--- src/rtl/gpr_pkg.sv ---
package gpr_pkg;

  typedef enum logic [1:0] {
    PTR_HOLD     = 2'b00,
    PTR_LOAD     = 2'b01,
    PTR_POST_INC = 2'b10,
    PTR_PRE_DEC  = 2'b11
  } ptr_op_e;

  localparam logic [1:0] SEL_X    = 2'b00;
  localparam logic [1:0] SEL_Y    = 2'b01;
  localparam logic [1:0] SEL_Z    = 2'b10;
  localparam logic [1:0] SEL_NONE = 2'b11;

endpackage

--- src/rtl/gpr_read_port.sv ---
module gpr_read_port #(
  parameter int DATA_W   = 8,
  parameter int NUM_REGS = 16,
  parameter int ADDR_W   = 5
) (
  input  logic [NUM_REGS-1:0][DATA_W-1:0] regs,
  input  logic [ADDR_W-1:0]               addr,
  output logic [DATA_W-1:0]               data
);
  localparam int IDX_W = $clog2(NUM_REGS);

  logic [IDX_W-1:0] idx;
  logic             unused_msb;

  // the top address bit is fixed by the numbering and selects nothing
  assign idx        = addr[IDX_W-1:0];
  assign unused_msb = addr[ADDR_W-1];
  assign data       = regs[idx];
endmodule

--- src/rtl/gpr_storage.sv ---
module gpr_storage #(
  parameter int DATA_W   = 8,
  parameter int NUM_REGS = 16
) (
  input  logic                            clk,
  input  logic                            rst,
  input  logic                            wr_en,
  input  logic [$clog2(NUM_REGS)-1:0]     wr_idx,
  input  logic [DATA_W-1:0]               wr_data,
  input  logic [NUM_REGS-1:0]             ptr_touch,
  input  logic [NUM_REGS-1:0][DATA_W-1:0] ptr_byte,
  output logic [NUM_REGS-1:0][DATA_W-1:0] regs
);
  localparam int IDX_W = $clog2(NUM_REGS);

  logic [NUM_REGS-1:0] wr_hit;

  for (genvar i = 0; i < NUM_REGS; i++) begin : g_entry
    assign wr_hit[i] = wr_en && (wr_idx == IDX_W'(i));

    always_ff @(posedge clk) begin
      if (rst)               regs[i] <= '0;
      else if (ptr_touch[i]) regs[i] <= ptr_byte[i];   // pointer wins
      else if (wr_hit[i])    regs[i] <= wr_data;
    end

    // a collision resolves to the pointer byte
    p_ptr_over_wr_r10: assert property (@(posedge clk) disable iff (rst)
      (wr_hit[i] && ptr_touch[i]) |=> (regs[i] == $past(ptr_byte[i])));

    // an entry not addressed keeps its contents
    p_idle_hold_r3: assert property (@(posedge clk) disable iff (rst)
      (!wr_hit[i] && !ptr_touch[i]) |=> $stable(regs[i]));
  end

  // an uncontested write lands in the addressed entry
  p_wr_commit_r3: assert property (@(posedge clk) disable iff (rst)
    (wr_en && !ptr_touch[wr_idx]) |=> (regs[$past(wr_idx)] == $past(wr_data)));
endmodule

--- src/rtl/gpr_ptr_unit.sv ---
module gpr_ptr_unit
  import gpr_pkg::*;
#(
  parameter int DATA_W   = 8,
  parameter int NUM_PTRS = 3
) (
  input  logic                                  clk,
  input  logic                                  rst,
  input  logic [NUM_PTRS-1:0][2*DATA_W-1:0]     ptr_vals,
  input  logic [$clog2(NUM_PTRS+1)-1:0]         sel,
  input  ptr_op_e                               op,
  input  logic [2*DATA_W-1:0]                   ld_data,
  output logic [2*DATA_W-1:0]                   cur_val,
  output logic [2*DATA_W-1:0]                   eff_addr,
  output logic [2*DATA_W-1:0]                   nxt_val,
  output logic [NUM_PTRS-1:0]                   ptr_upd
);
  localparam int PW    = 2 * DATA_W;
  localparam int SEL_W = $clog2(NUM_PTRS + 1);

  // value stored after the access
  function automatic logic [PW-1:0] f_step(input logic [PW-1:0] v,
                                           input ptr_op_e o,
                                           input logic [PW-1:0] ld);
    case (o)
      PTR_LOAD:     return ld;
      PTR_POST_INC: return v + PW'(1);
      PTR_PRE_DEC:  return v - PW'(1);
      default:      return v;
    endcase
  endfunction

  // address presented by the access
  function automatic logic [PW-1:0] f_addr(input logic [PW-1:0] v,
                                           input ptr_op_e o);
    return (o == PTR_PRE_DEC) ? v - PW'(1) : v;
  endfunction

  logic sel_valid;

  always_comb begin
    cur_val   = '0;
    sel_valid = 1'b0;
    for (int p = 0; p < NUM_PTRS; p++) begin
      if (sel == SEL_W'(p)) begin
        cur_val   = ptr_vals[p];
        sel_valid = 1'b1;
      end
    end
  end

  assign nxt_val  = f_step(cur_val, op, ld_data);
  assign eff_addr = sel_valid ? f_addr(cur_val, op) : '0;

  for (genvar p = 0; p < NUM_PTRS; p++) begin : g_upd
    assign ptr_upd[p] = sel_valid && (sel == SEL_W'(p)) && (op != PTR_HOLD);

    // the selected pair holds the computed value one edge later
    p_ptr_commit_r6: assert property (@(posedge clk) disable iff (rst)
      ptr_upd[p] |=> (ptr_vals[p] == $past(nxt_val)));

    // stored value is the presented address plus one
    p_post_inc_r7: assert property (@(posedge clk) disable iff (rst)
      (op == PTR_POST_INC && sel == SEL_W'(p))
        |=> (ptr_vals[p] == PW'($past(eff_addr) + PW'(1))));

    // stored value equals the presented address
    p_pre_dec_r8: assert property (@(posedge clk) disable iff (rst)
      (op == PTR_PRE_DEC && sel == SEL_W'(p))
        |=> (ptr_vals[p] == $past(eff_addr)));
  end

  // the reserved select never updates a pair
  p_rsvd_idle_r9: assert property (@(posedge clk) disable iff (rst)
    (sel == SEL_W'(SEL_NONE)) |-> (ptr_upd == '0));
endmodule

--- src/rtl/gpr_bank.sv ---
module gpr_bank
  import gpr_pkg::*;
#(
  parameter int DATA_W   = 8,
  parameter int NUM_REGS = 16,
  parameter int NUM_PTRS = 3
) (
  input  logic          clk,
  input  logic          rst,
  input  logic [4:0]    rd_a_addr,
  output logic [7:0]    rd_a_data,
  input  logic [4:0]    rd_b_addr,
  output logic [7:0]    rd_b_data,
  input  logic          wr_en,
  input  logic [4:0]    wr_addr,
  input  logic [7:0]    wr_data,
  input  logic [1:0]    ptr_sel,
  input  logic [1:0]    ptr_op,
  input  logic [15:0]   ptr_ld_data,
  output logic [15:0]   ptr_rd_data,
  output logic [15:0]   ptr_addr
);
  localparam int IDX_W     = $clog2(NUM_REGS);
  localparam int ADDR_W    = IDX_W + 1;
  localparam int PW        = 2 * DATA_W;
  localparam int PTR_FIRST = NUM_REGS - 2 * NUM_PTRS;
  localparam int NUM_RD    = 2;

  logic [NUM_REGS-1:0][DATA_W-1:0] regs;
  logic [NUM_REGS-1:0]             ptr_touch;
  logic [NUM_REGS-1:0][DATA_W-1:0] ptr_byte;
  logic [NUM_PTRS-1:0][PW-1:0]     ptr_vals;
  logic [NUM_PTRS-1:0]             ptr_upd;
  logic [PW-1:0]                   ptr_nxt;
  logic [IDX_W-1:0]                wr_idx;
  logic                            unused_wr_msb;
  logic [NUM_RD-1:0][ADDR_W-1:0]   rd_addr_v;
  logic [NUM_RD-1:0][DATA_W-1:0]   rd_data_v;

  assign wr_idx        = wr_addr[IDX_W-1:0];
  assign unused_wr_msb = wr_addr[ADDR_W-1];

  gpr_storage #(.DATA_W(DATA_W), .NUM_REGS(NUM_REGS)) u_store (
    .clk       (clk),
    .rst       (rst),
    .wr_en     (wr_en),
    .wr_idx    (wr_idx),
    .wr_data   (wr_data),
    .ptr_touch (ptr_touch),
    .ptr_byte  (ptr_byte),
    .regs      (regs)
  );

  // pair p: low byte at the even entry, high byte at the odd one above it
  for (genvar p = 0; p < NUM_PTRS; p++) begin : g_pair
    assign ptr_vals[p] = {regs[PTR_FIRST + 2*p + 1], regs[PTR_FIRST + 2*p]};
  end

  for (genvar i = 0; i < NUM_REGS; i++) begin : g_map
    if (i >= PTR_FIRST) begin : g_ptr
      localparam int P = (i - PTR_FIRST) / 2;
      localparam int B = (i - PTR_FIRST) % 2;
      assign ptr_touch[i] = ptr_upd[P];
      assign ptr_byte[i]  = ptr_nxt[B*DATA_W +: DATA_W];
    end else begin : g_plain
      assign ptr_touch[i] = 1'b0;
      assign ptr_byte[i]  = '0;
    end
  end

  gpr_ptr_unit #(.DATA_W(DATA_W), .NUM_PTRS(NUM_PTRS)) u_ptr (
    .clk      (clk),
    .rst      (rst),
    .ptr_vals (ptr_vals),
    .sel      (ptr_sel),
    .op       (ptr_op_e'(ptr_op)),
    .ld_data  (ptr_ld_data),
    .cur_val  (ptr_rd_data),
    .eff_addr (ptr_addr),
    .nxt_val  (ptr_nxt),
    .ptr_upd  (ptr_upd)
  );

  assign rd_addr_v[0] = rd_a_addr;
  assign rd_addr_v[1] = rd_b_addr;

  for (genvar r = 0; r < NUM_RD; r++) begin : g_rd
    gpr_read_port #(.DATA_W(DATA_W), .NUM_REGS(NUM_REGS), .ADDR_W(ADDR_W)) u_rd (
      .regs (regs),
      .addr (rd_addr_v[r]),
      .data (rd_data_v[r])
    );
  end

  assign rd_a_data = rd_data_v[0];
  assign rd_b_data = rd_data_v[1];

  // a hold op leaves every pair unchanged unless the 8-bit port writes into one
  p_hold_keeps_r11: assert property (@(posedge clk) disable iff (rst)
    (ptr_op == 2'b00 && !(wr_en && wr_idx >= IDX_W'(PTR_FIRST))) |=> $stable(ptr_vals));

  // a read port observes the previous edge's write only after that edge
  p_read_after_write_r4: assert property (@(posedge clk) disable iff (rst)
    (wr_en && !ptr_touch[wr_idx]) |=> (regs[$past(wr_idx)] == $past(wr_data)));
endmodule

--- config.mk ---
export PLATFORM = sky130hd
export DESIGN_NAME = gpr_bank
export DESIGN_NICKNAME = d
export VERILOG_FILES = /design/src/rtl/gpr_pkg.sv /design/src/rtl/gpr_read_port.sv /design/src/rtl/gpr_storage.sv /design/src/rtl/gpr_ptr_unit.sv /design/src/rtl/gpr_bank.sv
export SDC_FILE = /design/constraint.sdc
export NUM_CORES = 1
export LEC_CHECK = 0
export BUFFER_PORTS_ARGS = -buffer_cell sky130_fd_sc_hd__buf_2
export CORE_MARGIN = 2
export CORE_UTILIZATION = 40
export CTS_BUF_LIST = sky130_fd_sc_hd__clkbuf_2 sky130_fd_sc_hd__clkbuf_4 sky130_fd_sc_hd__clkbuf_8
export CTS_CLUSTER_DIAMETER = 30
export CTS_CLUSTER_SIZE = 10
export DETAILED_ROUTE_END_ITERATION = 10
export SLEW_MARGIN = 20
export SYNTH_ARGS = -nofsm -noshare
export SYNTH_HDL_FRONTEND = slang
export SYNTH_SLANG_ARGS = --single-unit
--- constraint.sdc ---
create_clock -name clk -period 8.2 [get_ports clk]
set_input_delay 1.23 -clock clk [delete_from_list [all_inputs] [get_ports clk]]
set_output_delay 1.23 -clock clk [all_outputs]
set_load 0.05 [all_outputs]
# After elaboration in Yosys (flattened, before gate mapping)
# Index checks and enable logic that the tools add are counted.
# totals
latch_bits,0
mem_bits_rw,0
n_memories,0
in_bits,46
wordCells,96
rom_bits,0
register_bits,128
# classes
n_shift,0
n_mul,0
n_reduce_logical,31
n_bitwise,0
n_mux,25
order_cmp,2
n_addsub,2
n_eq_ne,20
n_div,0
# ops
op,n
8-bit 2-to-1 mux,14
16-bit 2-to-1 mux,5
8-bit binary-select mux with 4-bit select,2
16-bit one-hot mux with 3 select lines,1
"4-bit equality test, second input constant",8
1-bit logical AND,22
"16-bit by 1-bit adder with 16-bit output, second input constant",1
"4-bit by 3-bit equality test with 1-bit output, second input constant",4
"16-bit by 1-bit subtractor with 16-bit output, second input constant",1
2-bit nonzero test,7
"4-bit by 5-bit < comparator with 1-bit output, second input constant",2
"4-bit by 2-bit equality test with 1-bit output, second input constant",2
"2-bit equality test, second input constant",3
"2-bit by 1-bit equality test with 1-bit output, second input constant",2
"4-bit by 1-bit equality test with 1-bit output, second input constant",1
4-bit zero test,1
1-bit 2-to-1 mux,3
2-bit zero test,1

# Longest topological paths before layout
# depth
ltp_word,7
depth_mapped,12
mapped_depth_nobuf,10

# By module
# A second synthesis with hierarchy kept.
# unflattened
cells_unflattened,1121
hier_area_um2,10400.0
# by_module_without_submodules
module,cells_per_inst,area_each_um2,n_inst
gpr_storage,715,6476.2,1
gpr_read_port,70,1033.5,2
gpr_ptr_unit,265,1853.0,1
gpr_bank,1,3.8,1

# Worst setup path before layout
# Ideal clock, no wire load.
# synth_path
kind,input -> output
startpoint,input port ptr_sel[0]
endpoint,output port ptr_addr[15]
cell_stages,8
setup_slack_ns,3.205
t_arrival_ns,3.765
t_required_ns,6.970
cell_sequence,buf_6 > buf_12 > mux2i_4 > o21ai_4 > nor4_4 > nand4_1 > or3_1 > a21oi_1
# synth_between
elab_chain_len,7
word_cells_on_any_way,12
cone_classes,add/sub: 1; eq/ne: 2; mux: 8; reduce/logical: 1
# synth_rtl
item,line_no,source
"start, declared",gpr_bank.sv:17,"input logic [1:0] ptr_sel,"
2-bit zero test,gpr_ptr_unit.sv:45,if (sel == SEL_W'(p)) begin
16-bit 2-to-1 mux (2 in series),gpr_ptr_unit.sv:45,
16-bit 2-to-1 mux *,gpr_ptr_unit.sv:45,
net ptr_rd_data[3],gpr_bank.sv:20,"output logic [15:0] ptr_rd_data,"
16-bit by 1-bit subtractor with 16-bit output *,gpr_ptr_unit.sv:36,return (o == PTR_PRE_DEC) ? v - PW'(1) : v;
16-bit 2-to-1 mux *,gpr_ptr_unit.sv:36,
16-bit 2-to-1 mux *,gpr_ptr_unit.sv:53,"assign eff_addr = sel_valid ? f_addr(cur_val, op) : '0;"
"end, declared",gpr_bank.sv:21,output logic [15:0] ptr_addr
# The timed path passes the listed nets; every way through them passes the cells marked *.

# Final worst setup path
# layout_path
startpoint,input port ptr_sel[0]
endpoint,output port ptr_addr[14]
# layout_between
elab_chain_len,7
word_cells_on_any_way,12
cone_classes,add/sub: 1; eq/ne: 2; mux: 8; reduce/logical: 1
# layout_rtl
item,line_no
2-bit zero test,gpr_ptr_unit.sv:45
16-bit 2-to-1 mux (3 in series),gpr_ptr_unit.sv:45
16-bit by 1-bit subtractor with 16-bit output,gpr_ptr_unit.sv:36
16-bit 2-to-1 mux,gpr_ptr_unit.sv:36
16-bit 2-to-1 mux *,gpr_ptr_unit.sv:53
# Mark *: on every way between the ends. The rest lies on a longest branch, timed or not.

==> results.md <==
- Worst-Skew Late Latency: 460 ps
- Power Total: 1.638 mW
- Std-Cell Rows: 54
- RD Place Congestion: ~0.84
- Grt total ovfl: 0
- Clock-pin slew on the worst setup and hold paths: about 80 ps
- Max Clk Rate: about 0.18 GHz
- Cell count after synthesis: 862
- Register name with the most flops: u_store.regs
- Sw Pwr: roughly 0.57 mW
- #FFs+latches synth: about 130
- DRC: 0
- Pins Over Slew Limit: 0
- Main synth FF type: dfxtp_1
- Seq/Total Area, Yosys: slightly below 30%
- Data required, critical path: between 6000 and 7000 ps
- # diodes: 0
- DR vias/cell: 6.068
- CTS tree: done
- Post-Syn Area: around 9000 um2
- Area share of and/or/nand/nor cells after synthesis: between 10% and 20%
- Core ar.: between 20000 and 25000 um2
- Setup bufs post-CTS: 0
- YS warnings: 0
- Status: finished clean
- Post-route minimum period: 5558 ps
- R2r worst-path depth: 10
- Clk buf depth: 2
- Pleak: between 3 and 4 nW
- Top Ports: between 90 and 100
- VDD IR-drop max: about 0.000092 V
- R2r setup slk: about 5200 ps
- Switching share of power: 34.70%
- Avg WL per Cell: 21.99 um
- Setup tns final: 0 ps
- GRT Overall Usage: between 20% and 30%
- Synth-to-Final Area Change: 9.936%
- Largest net degree at the start of global routing: a little under 90
- Final WL: between 20 and 30 mm
- Element type at the critical path end: primary output
- Mapped Nets: ~910
- Setup violators final: 0
- Fill cells: 2065
- Synth Area in Adders: less than 1%
- DP HPWL: roughly 18 mm
- Internal power: 1.069 mW
- Initial Utilization: about two fifths
- Critical path launch point type: primary input
- Mux share of post-synthesis cell area: 33.39%
- Layout Skew: approximately 9.2 ps
- Vias in the first global route: about 6700
- Die Y: between 150 and 200 um
- Largest register FFs: 128
- Synth async-reset ratio: 0%
- Combinational Power Share: between 20% and 30%
- Hold_sp: u_store.regs[50]$_SDFFE_PP0P_
- CTS Hold Bufs: 0
- Port bufs: 90
- Clock share of power: around 33%
- MaxCap Viol Count: 0
- Yosys top cell by area: dfxtp_1
- Largest family of logic cells by synthesized area: multiplexers
- Max-slew headroom: between 20% and 30%
- Worst min-delay path endpoint: u_store.regs[50]$_SDFFE_PP0P_
- Post-Synth XOR/XNOR Area: roughly 2.7%
- Die X-Extent: 152.7 um
- Most frequent cells in the layout: nor2_1, dfxtp_1, mux2i_1, buf_2, mux4_2
- First-pass GRT wire length: approximately 40 mm
- Distinct cells, synth: 70
- Seq pwr share: between 40 and 50%
- Unrepaired setup endpoints after global routing: false
- Worst R2R End: u_store.regs[106]$_SDFFE_PP0P_
- Top flop regs: u_store.regs: 128 flops
- Hold Slack: between 500 and 600 ps
- CTS Sinks: 128
- Crit path kind: in -> out
- Final Cycle Share: between 60% and 70%
- Antenna Nets Post-Route: 0
- Top post-synthesis cells by area: dfxtp_1, mux4_2, mux2i_1, a211oi_1, nor2_1
- Post_cts resized: 0
- Final hold vios: 0
- Syn_area_per_cell: slightly above 10 um2
- Slew @ Worst Pin: between 1000 and 1500 ps
- Final nets: ~940
- Detailed-router iteration count before antenna repair: 6
- Vias: about 7200
- H-tree Lvls: 4
- Die ar.: 23310 um2
- Root Driver: clkbuf_8
- PwrDens: about 170 nW/um2
- Hold path depth: 2
- HP Class: reg -> reg
- Initial antenna violation count: 0
- CTS Buf Count: 17
- Number of synthesized flops with an enable pin: 0
- Reg2reg start: u_store.regs[80]$_SDFFE_PP0P_
- Synth top area share: roughly 29%
- Synth Area in Compound Gates: about 14%
- Fraction of layout cells with a size suffix above 1: just under 30%
- CP Max Fanout: 23
- Worst Path Arrival: around 4300 ps
- DR iter-0 viols: slightly above 700
-- how the worst max path moves through the flow --
stage                          start           end  slack (ps)  depth (start not counted)
after CTS                 ptr_sel[0]  ptr_addr[14]        2680                         12
after floorplan           ptr_sel[0]  ptr_addr[15]        3210                          8
after global routing      ptr_sel[0]  ptr_addr[14]        2430                         12
after detailed placement  ptr_sel[0]  ptr_addr[14]        2700                         12
final                     ptr_sel[0]  ptr_addr[14]        2640                         12
after global placement    ptr_sel[0]  ptr_addr[14]        2720                         12
-- cell type report --
type / instances / area [um2] / share of cell area [%]
inverter: 10 / 40.04 / 0.4120
clock buffer: 18 / 247.7 / 2.549
tap: 280 / 350.3 / 3.605
multi-input combinational: 635 / 5841 / 60.10
timing repair buffer: 101 / 535.5 / 5.510
sequential: 128 / 2562 / 26.37
clock inverter: 14 / 141.4 / 1.455
-- cells in the mapped netlist (all sizes together), types with 4 or more instances --
library cell / count
nor2: 132
dfxtp: 128
mux2i: 111
mux4: 80
a211oi: 73
clkbuf: 57
nor2b: 37
buf: 32
a21oi: 24
xnor2: 19
nand2: 18
nor3: 14
nand3: 13
nor4: 11
o21ai: 11
inv: 9
o2bb2ai: 9
xor2: 8
nand4: 7
nand2b: 6
a21o: 5
or3: 5
a221oi: 4
a31oi: 4
and3: 4
nand3b: 4
-- through the flow --
step / utilization [%] / cells / area, um2 / worst slack [ps]
floorplan: - / 862 / 8840 / 3205
global placement: 42.83 / 1154 / 9319 / 2716
detailed placement: 42.85 / 1154 / 9321 / 2701
CTS: 44.63 / 1186 / 9711 / 2679
global route: 44.67 / 1186 / 9718 / 2429
finish: 44.67 / 1186 / 9718 / 2642
-- cells by family (layout without fill, tap and decap cells) --
family / Yosys count / count (layout)
xor gates and xnor gates: 27 / 27
AOI/OAI and AO/OA: 150 / 150
muxes: 193 / 193
buffers and inverters: 99 / 143
DFF: 128 / 128
and+or+nand+nor: 262 / 262
adders and majority gates: 3 / 3
-- layer usage --
metal  track usage, %  up-vias  routed length [um]
met1            31.68     3628               11700
li1                 -     3314                   -
met5                0        -                   0
met4            6.041        0                 348
met3            4.579       20                1707
met2            34.72      235               12320
-- power by group through the flow --
stage | sequential, mW | combinational [mW] | clock (mW)
floorplan | 0.672 | 0.333 | 0
global placement | 0.679 | 0.420 | 0
detailed placement | 0.680 | 0.422 | 0
CTS | 0.666 | 0.424 | 0.556
global route | 0.670 | 0.452 | 0.585
finish | 0.667 | 0.424 | 0.547
-- critical path, cell delays in order --
cell	delay, ps
buf_2	560
nor2b_2	80
buf_4	270
a21oi_2	280
ha_1	260
o211ai_1	260
nor4_2	430
and2_1	240
nand3_1	120
xnor2_1	160
nor2b_1	130
buf_2	270
(Power assumes the default switching activity.)
